### config.mk
export PLATFORM = sky130hd
export DESIGN_NAME = acpi_gpe_status
export DESIGN_NICKNAME = d
export VERILOG_FILES = /design/src/rtl/acpi_gpe_status.sv
export SDC_FILE = /design/constraint.sdc
export NUM_CORES = 1
export LEC_CHECK = 0
export BUFFER_PORTS_ARGS = -buffer_cell sky130_fd_sc_hd__buf_4
export CAP_MARGIN = 15
export CORE_UTILIZATION = 39
export DETAILED_ROUTE_END_ITERATION = 10
export HOLD_SLACK_MARGIN = 0.06
export PLACE_DENSITY_LB_ADDON = 0.05
export SLEW_MARGIN = 25
export SYNTH_ARGS = -nofsm -noshare
export SYNTH_HDL_FRONTEND = slang
export SYNTH_SLANG_ARGS = --single-unit
### constraint.sdc
create_clock -name clk -period 2.85 [get_ports clk]
set_input_delay 0.285 -clock clk [delete_from_list [all_inputs] [get_ports clk]]
set_output_delay 0.285 -clock clk [all_outputs]
set_load 0.02 [all_outputs]
### src/rtl/acpi_gpe_status.sv
module acpi_gpe_status #(
  parameter int W     = 32,
  parameter int NGPIO = 16,
  parameter int NUSB  = 2
) (
  input  logic                 clk,
  input  logic                 rst_resume_n,
  input  logic                 soft_rst,
  input  logic                 wr_en,
  input  logic [W-1:0]         wr_data,
  output logic [W-1:0]         rd_data,
  input  logic [W-1:0]         enable,
  input  logic [NGPIO-1:0]     gpio_pin,
  input  logic [NGPIO-1:0]     gpio_is_input,
  input  logic [NGPIO-1:0]     gpio_inv,
  input  logic [2*NGPIO-1:0]   gpio_route,
  input  logic [NUSB-1:0]      usb_wake_req,
  input  logic                 pme_bus0,
  input  logic [2:0]           sleep_state,
  input  logic                 s5_override,
  input  logic                 sci_en,
  output logic                 wake,
  output logic                 sci_pulse,
  output logic                 smi_pulse
);

  localparam int GL = W - NGPIO;
  localparam int PME = NUSB;
  localparam logic [W-1:0] LOW_MASK = W'((1 << (NUSB + 1)) - 1);
  localparam logic [W-1:0] HI_MASK  = ~((W'(1) << GL) - W'(1));
  localparam logic [W-1:0] IMPL     = HI_MASK | LOW_MASK;
  localparam logic [W-1:0] PME_BIT  = W'(1) << PME;

  logic [W-1:0]     status, set_vec, clr_vec, act, act_q, rise, sci_sel, wake_mask;
  logic [NGPIO-1:0] gpio_hit, gpio_sci_ok;
  logic             in_s0, pme_block;

  assign in_s0     = (sleep_state == 3'd0);
  assign pme_block = (sleep_state == 3'd5) && s5_override;

  for (genvar k = 0; k < NGPIO; k++) begin : g_pin
    assign gpio_hit[k]    = gpio_is_input[k] & (gpio_pin[k] ^ gpio_inv[k]);
    assign gpio_sci_ok[k] = (gpio_route[2*k +: 2] == 2'b10);
  end

  assign set_vec = {gpio_hit, {(GL-NUSB-1){1'b0}}, pme_bus0 & ~pme_block, usb_wake_req};
  assign clr_vec = wr_en ? (wr_data & IMPL) : '0;

  always_ff @(posedge clk or negedge rst_resume_n) begin
    if (!rst_resume_n) begin
      status <= '0;
      act_q  <= '0;
    end else begin
      if (soft_rst)
        status <= ((status & ~clr_vec) | set_vec) & ~HI_MASK;
      else
        status <= (status & ~clr_vec) | set_vec;
      act_q <= act;
    end
  end

  assign rd_data   = status;
  assign wake_mask = pme_block ? ~PME_BIT : '1;
  assign wake      = !in_s0 && |(status & enable & wake_mask);

  assign act       = in_s0 ? (status & enable) : '0;
  assign rise      = act & ~act_q;
  assign sci_sel   = {gpio_sci_ok, {GL{1'b1}}};
  assign sci_pulse = sci_en && |(rise & sci_sel);
  assign smi_pulse = !sci_en && |rise;

  AST_W1C_CLEARS: assert property (@(posedge clk) disable iff (!rst_resume_n)
    wr_en |=> (status & $past(wr_data & ~set_vec)) == '0);
  AST_SET_WINS: assert property (@(posedge clk) disable iff (!rst_resume_n)
    !soft_rst |=> ($past(set_vec) & ~status) == '0);
  AST_SOFT_UPPER: assert property (@(posedge clk) disable iff (!rst_resume_n)
    soft_rst |=> (status & HI_MASK) == '0);
  AST_SOFT_LOWER: assert property (@(posedge clk) disable iff (!rst_resume_n)
    soft_rst && !wr_en |=> ($past(status) & LOW_MASK & ~status) == '0);
  AST_PME_BLOCK: assert property (@(posedge clk) disable iff (!rst_resume_n)
    pme_block && !status[PME] |=> !status[PME]);
  AST_NO_WAKE_S0: assert property (@(posedge clk) disable iff (!rst_resume_n)
    in_s0 |-> !wake);
  AST_PULSE_S0: assert property (@(posedge clk) disable iff (!rst_resume_n)
    (sci_pulse || smi_pulse) |-> in_s0);
  AST_PULSE_EXCL: assert property (@(posedge clk) disable iff (!rst_resume_n)
    !(sci_pulse && smi_pulse));
  AST_RSVD_ZERO: assert property (@(posedge clk) disable iff (!rst_resume_n)
    (rd_data & ~IMPL) == '0);

endmodule

==> results of run 1 <==
state kept, by name, indices dropped and copies added (netlist names):
register and flops:
rd_data 19, act_q 19
per-layer routing:
metal	track usage (%)	vias up	routed length, um
li1	-	1047	-
met1	28.2	992	2420
met2	39.8	103	3020
met3	6.04	5	538
met4	8.12	0	62
met5	0	-	0
cells in the mapped netlist:
cell type and count:
xor2_1 16, nand4b_1 1, nand2_2 3, a22oi_1 16, nor2b_1 1, o41ai_1 1, nand3b_1 2, nor3_1 2
o21ai_0 2, buf_4 13, a22o_1 1, buf_2 2, nor4b_1 11, nor4_1 5, inv_1 1, o311a_1 1
or3_1 1, clkbuf_1 4, dfrtp_1 38, and4_1 1, nand4_1 4, nand3_1 1, a21o_1 2, o22ai_1 7
or4b_1 1, nand2_1 36, a21oi_1 1, conb_1 1, nor3b_1 3, nor2_1 39, a41oi_1 1
kinds of logic after synthesis:
kind of cell	after synthesis	share of synthesized area (%)
AO/OA/AOI/OAI	32	11.5
XOR/XNOR	16	7.02
other	1	0.188
buffers and inverters	20	6.33
AND/OR/NAND/NOR	111	27.3
flip-flops	38	47.6
power by group through the flow:
stage	Clock (mW)	Sequential (mW)	Combinational (mW)
floorplan	0	0.613	0.129
global route	0.368	0.584	0.380
detailed placement	0	0.591	0.348
global placement	0	0.590	0.342
finish	0.340	0.581	0.346
CTS	0.348	0.581	0.349
layout make-up:
type                    instances  share of cell area (%)
flip-flops and latches         38                    29.5
well taps                      67                    2.60
multi-input cells             172                    29.9
inverters                       1                   0.116
repair buffers                152                    35.5
clock buffers                   7                    2.37
worst register-to-register path, cell delays in order (launching register included):
cell and delay [ns]:
dfrtp_1 0.41, a22oi_1 0.18, nor2_1 0.07
worst max path at each step:
| stage | endpoint | startpoint | cells after the start | slack (ns) |
|---|---|---|---|---|
| after floorplan | sci_pulse | rd_data[16]$_DFF_PN0_ | 4 | 1.13 |
| after global placement | sci_pulse | rd_data[30]$_DFF_PN0_ | 6 | 0.98 |
| after detailed placement | smi_pulse | sleep_state[2] | 4 | 1.00 |
| after CTS | sci_pulse | rd_data[30]$_DFF_PN0_ | 6 | 0.69 |
| after global routing | sci_pulse | rd_data[30]$_DFF_PN0_ | 6 | 0.55 |
| final | sci_pulse | rd_data[30]$_DFF_PN0_ | 6 | 0.68 |
metrics by stage:
step | setup slack [ns] | power, mW | std cells | hold slack, ns
floorplan | 1.13 | 0.742 | 230 | -0.0106
global placement | 0.977 | 0.932 | 429 | 0.286
detailed placement | 1.00 | 0.939 | 429 | 0.281
CTS | 0.685 | 1.28 | 437 | 0.173
global route | 0.547 | 1.33 | 437 | 0.170
finish | 0.684 | 1.27 | 437 | 0.179
==> summary.txt, run 1 <==
WP buf/inv = 1
crit share post-route = 76.0%
drt total wl = 6.04 mm
DRT Pass-1 Iters = 4
leakage power = 1.65 nW
Max Cap Viol = 0
first-pass GRT wire length = 9.38 mm
Starting Density = 41.5%
R2R Path End = rd_data[19]$_DFF_PN0_
total CTS buffers = 5
Synth cell types = 31
sequential share of the synthesized area = 47.6%
Final min period = 2.17 ns
Synth top area share = 47.6%
clk root buf = clkbuf_8
ranking of synthesized cells by area = dfrtp_1 48%, nor2_1 7.3%, xor2_1 7.0%, nand2_1 6.8%, a22oi_1 6.0%
CTS tree = built
setup TNS = 0 ns
most common cell after layout, fill and taps aside = buf_4
Initial DRC Count = 118
RSZ-0062 raised after global routing = no
final hold viol count = 0
cell-internal power = 921 uW
# resized after CTS = 0
crit path cell chain = nand2_2 -> nor4b_1 -> nor4_1 -> nand3_1 -> o311a_1 -> buf_4
Hold WC Path Type = input pin to flop
routed vias/inst = 4.91
pwr dens = 393 nW/um2
Core ar. = 4820 um2
Setup crit end kind = output pin
I/O pin count = 191
number of global-route vias before repair = 2,081
Routed wire per std cell = 13.8 um
Net count, final = 526
maximum vdd drop = 0.000288 V
CP peak stage delay = 0.41 ns
switching share of total power = 27.3%
DRC viols = 0
logic gate share of total power = 27.3%
Final Setup Violations = 0
hold wc startpoint = usb_wake_req[0]
Fillers = 418
number of port buffers = 151
max-slew violation count = 0
Hold Path End = rd_data[0]$_DFF_PN0_
Multi-input gate area = 965 um2
die area = 5410 um2
post-CTS setup buffer count = 0
CP max-delay cell = dfrtp_1
Worst-Margin Slew = 0.702 ns
CP Max Fanout = 4
r2r startpoint = rd_data[19]$_DFF_PN0_
post-route ant nets = 0
Clock Pin Slew Worst Setup and Hold Paths = 0.07 ns
Net Switching = 346 uW
n_diodes = 0
largest net degree at the start of global routing = 39
via count = 2,147
Crit path arrival time = 1.88 ns
Yosys top cell by area = dfrtp_1
flop2flop setup slack = 2.07 ns
design area = 3220 um2
register share of total power = 45.9%
WHS Path Cells = 2
CP delay by family, top = simple AND/OR/NAND/NOR gates
Critical Path Start Type = flop
Clock power frac = 26.8%
clock skew = 0.00125 ns
routability congestion estimate = 0.764
CTS Buffer Depth = 2
Rows = 25
Worst EP required = 2.57 ns
Max Fclk = 462 MHz
Final Core Density = 66.9%
Synth Cell Area = 2000 um2
CTS hold repair buffers = 1
die width = 73.6 um
most frequent cells in the layout = 151 x buf_4, 39 x nor2_1, 38 x dfrtp_1, 36 x nand2_1
initial antenna violation count = 0
Slew HR = 53.2%
dpl hpwl = 4.83 mm
post-synthesis cell count = 218
Reg area = 951 um2
Layout area overhead = 61.4%
total number of yosys warnings = 0
CP Class = flop to output pin
reg2reg path depth = 2
layout cells sized above 1 = 43.0%
Syn Area/Cell = 9.16 um2
Cell Area, Placed = 3140 um2
status = completed
height of the die = 73.6 um
CTS sink count = 38
All-Layer GR Usage = 23.2%
Yosys reg bits = 38
H-Tree Depth = 2
Overflow after GRT = 0
Worst-Skew Late Latency = 0.28 ns
(Power assumes the default switching activity.)
==> run 2, diff against run 1 <==
Settings changed: CORE_UTILIZATION 39 to 33.
Clock period 2.85 ns to 1.77 ns, I/O delays scaled along.
==> run 2 against run 1 <==
Against the previous run: the flow now finishes with violations (negative setup slack); global-route usage down 3.0 points; flip-flop and latch count unchanged; cell count up 5.5%; first-iteration DRC count down 30%; power up 70%; final area up 6.9%; wire length up 4.5%; sequential share of layout area down 1.9 points; clock-buffer cell count unchanged; non-clock buffer count up 18; largest cell class unchanged; highest routed layer unchanged.
==> summary.txt, run 2 (synthesized netlist as in run 1, its figures left out) <==
largest net degree at the start of global routing = 39
pwr dens = 625 nW/um2
H-Tree Depth = 2
via count = 2,194
CP peak stage delay = 0.53 ns
crit share post-route = 108%
Final min period = 1.91 ns
clock skew = 0.00352 ns
DRC viols = 0
flop2flop setup slack = 0.88 ns
Final Setup Violations = 3
crit path capture = sci_pulse
Core ar. = 5680 um2
Final Core Density = 60.7%
failing checks = negative setup slack
CP Class = flop to output pin
die width = 79.8 um
crit path cell chain = nand2_2 -> or4b_4 -> o41ai_1 -> o311a_1 -> buf_6
total CTS buffers = 5
reg2reg path depth = 3
Rows = 27
dpl hpwl = 5.07 mm
I/O pin count = 191
height of the die = 79.8 um
setup TNS = -0.221 ns
CP startpoint = rd_data[16]$_DFF_PN0_
maximum vdd drop = 0.000392 V
drt total wl = 6.31 mm
layout cells sized above 1 = 48.8%
n_diodes = 0
r2r startpoint = rd_data[17]$_DFF_PN0_
Initial DRC Count = 83
first-pass GRT wire length = 9.74 mm
CTS Buffer Depth = 2
Max Cap Viol = 0
max-slew violation count = 0
setup slack at placement = 0.0934 ns
All-Layer GR Usage = 20.2%
Setup crit end kind = output pin
Net count, final = 544
number of port buffers = 151
Routed wire per std cell = 13.7 um
Overflow after GRT = 0
CP Max Fanout = 4
Worst EP required = 1.59 ns
Critical Path Start Type = flop
number of global-route vias before repair = 2,116
RSZ-0062 raised after global routing = yes
Starting Density = 35.2%
most frequent cells in the layout = 165 x buf_4, 39 x nor2_1, 38 x dfrtp_1, 29 x nand2_1
routability congestion estimate = 0.804
Layout area overhead = 72.6%
Clock Pin Slew Worst Setup and Hold Paths = 0.07 ns
DRT Pass-1 Iters = 4
CTS tree = built
setup ws final = -0.138 ns
die area = 6370 um2
final hold viol count = 0
most common cell after layout, fill and taps aside = buf_4
Cell Area, Placed = 3200 um2
Hold WC Path Type = input pin to flop
Fillers = 558
CP max-delay cell = or4b_4
routed vias/inst = 4.76
design area = 3450 um2
status = finished with violations
Crit path arrival time = 1.73 ns
Design Power = 2.15 mW
post-route ant nets = 0
R2R Path End = rd_data[17]$_DFF_PN0_
initial antenna violation count = 0
Max Fclk = 524 MHz
Worst-Skew Late Latency = 0.29 ns
leakage power = 1.76 nW
clk root buf = clkbuf_8
CTS sink count = 38
[run 2: cell types whose count changed in the layout (fill, tap and decap cells not counted), moves of 3 or more]
cell     previous run  this run
nand2_2             3        10
buf_6               0         3
buf_4             151       165
nand2_1            36        29
[run 2: critical path: cells and delay by family, from the launching register on]
family          cells  cell delay (ns)
compound gates      2             0.33
buf+inv             1             0.13
flops               1             0.36
simple gates        2             0.62
[run 2: power breakdown]
part	internal (mW)	leakage (nW)	switching, mW
combinational	0.344	1.21	0.267
clock	0.314	0.0482	0.297
sequential	0.905	0.506	0.0280
total	1.56	1.76	0.592
[run 2: final cells by class]
cell class	count	area, um2	area share, %
clock inverter	1	5.00	0.145
clock buffer	7	86.3	2.51
inverter	1	3.75	0.109
timing repair buffer	170	1290	37.5
tap	72	90.1	2.61
sequential	38	951	27.6
multi-input combinational	172	1020	29.5
[run 2: layer usage]
layer | global-route usage [%] | share of wire (%) | vias to the layer above
li1 | - | - | 1084
met1 | 24.7 | 40 | 1008
met2 | 35.2 | 51 | 95
met3 | 4.46 | 7.7 | 7
met4 | 6.43 | 1.0 | 0
met5 | 0 | 0 | -
[run 2: how the worst min path moves through the flow]
stage | startpoint | to | slack, ns | cells past startpoint
6_report | usb_wake_req[1] | rd_data[1]$_DFF_PN0_ | 0.07 | 2
5_1_grt | usb_wake_req[1] | rd_data[1]$_DFF_PN0_ | 0.07 | 2
4_1_cts | usb_wake_req[1] | rd_data[1]$_DFF_PN0_ | 0.06 | 2
3_5_place_dp | rst_resume_n | rd_data[31]$_DFF_PN0_ | 0.18 | 1
3_3_place_gp | rst_resume_n | rd_data[17]$_DFF_PN0_ | 0.18 | 1
2_1_floorplan | rst_resume_n | act_q[0]$_DFF_PN0_ | -0.12 | 0
[run 2: per-stage QoR]
step / hold WS (ns) / instances
2_1_floorplan: -0.119 / 230
3_3_place_gp: 0.180 / 441
3_5_place_dp: 0.179 / 441
4_1_cts: 0.0628 / 456
5_1_grt: 0.0686 / 461
6_report: 0.0652 / 461
[run 2: what timing repair did]
item / CTS / global route
gates resized for setup: 8 / 8
pin swaps: 9 / 9
endpoints found under the setup margin: 3 / 3
buffers inserted: 5 / 5
hold endpoints to repair: 39 / 0
hold buffers: 2 / 0
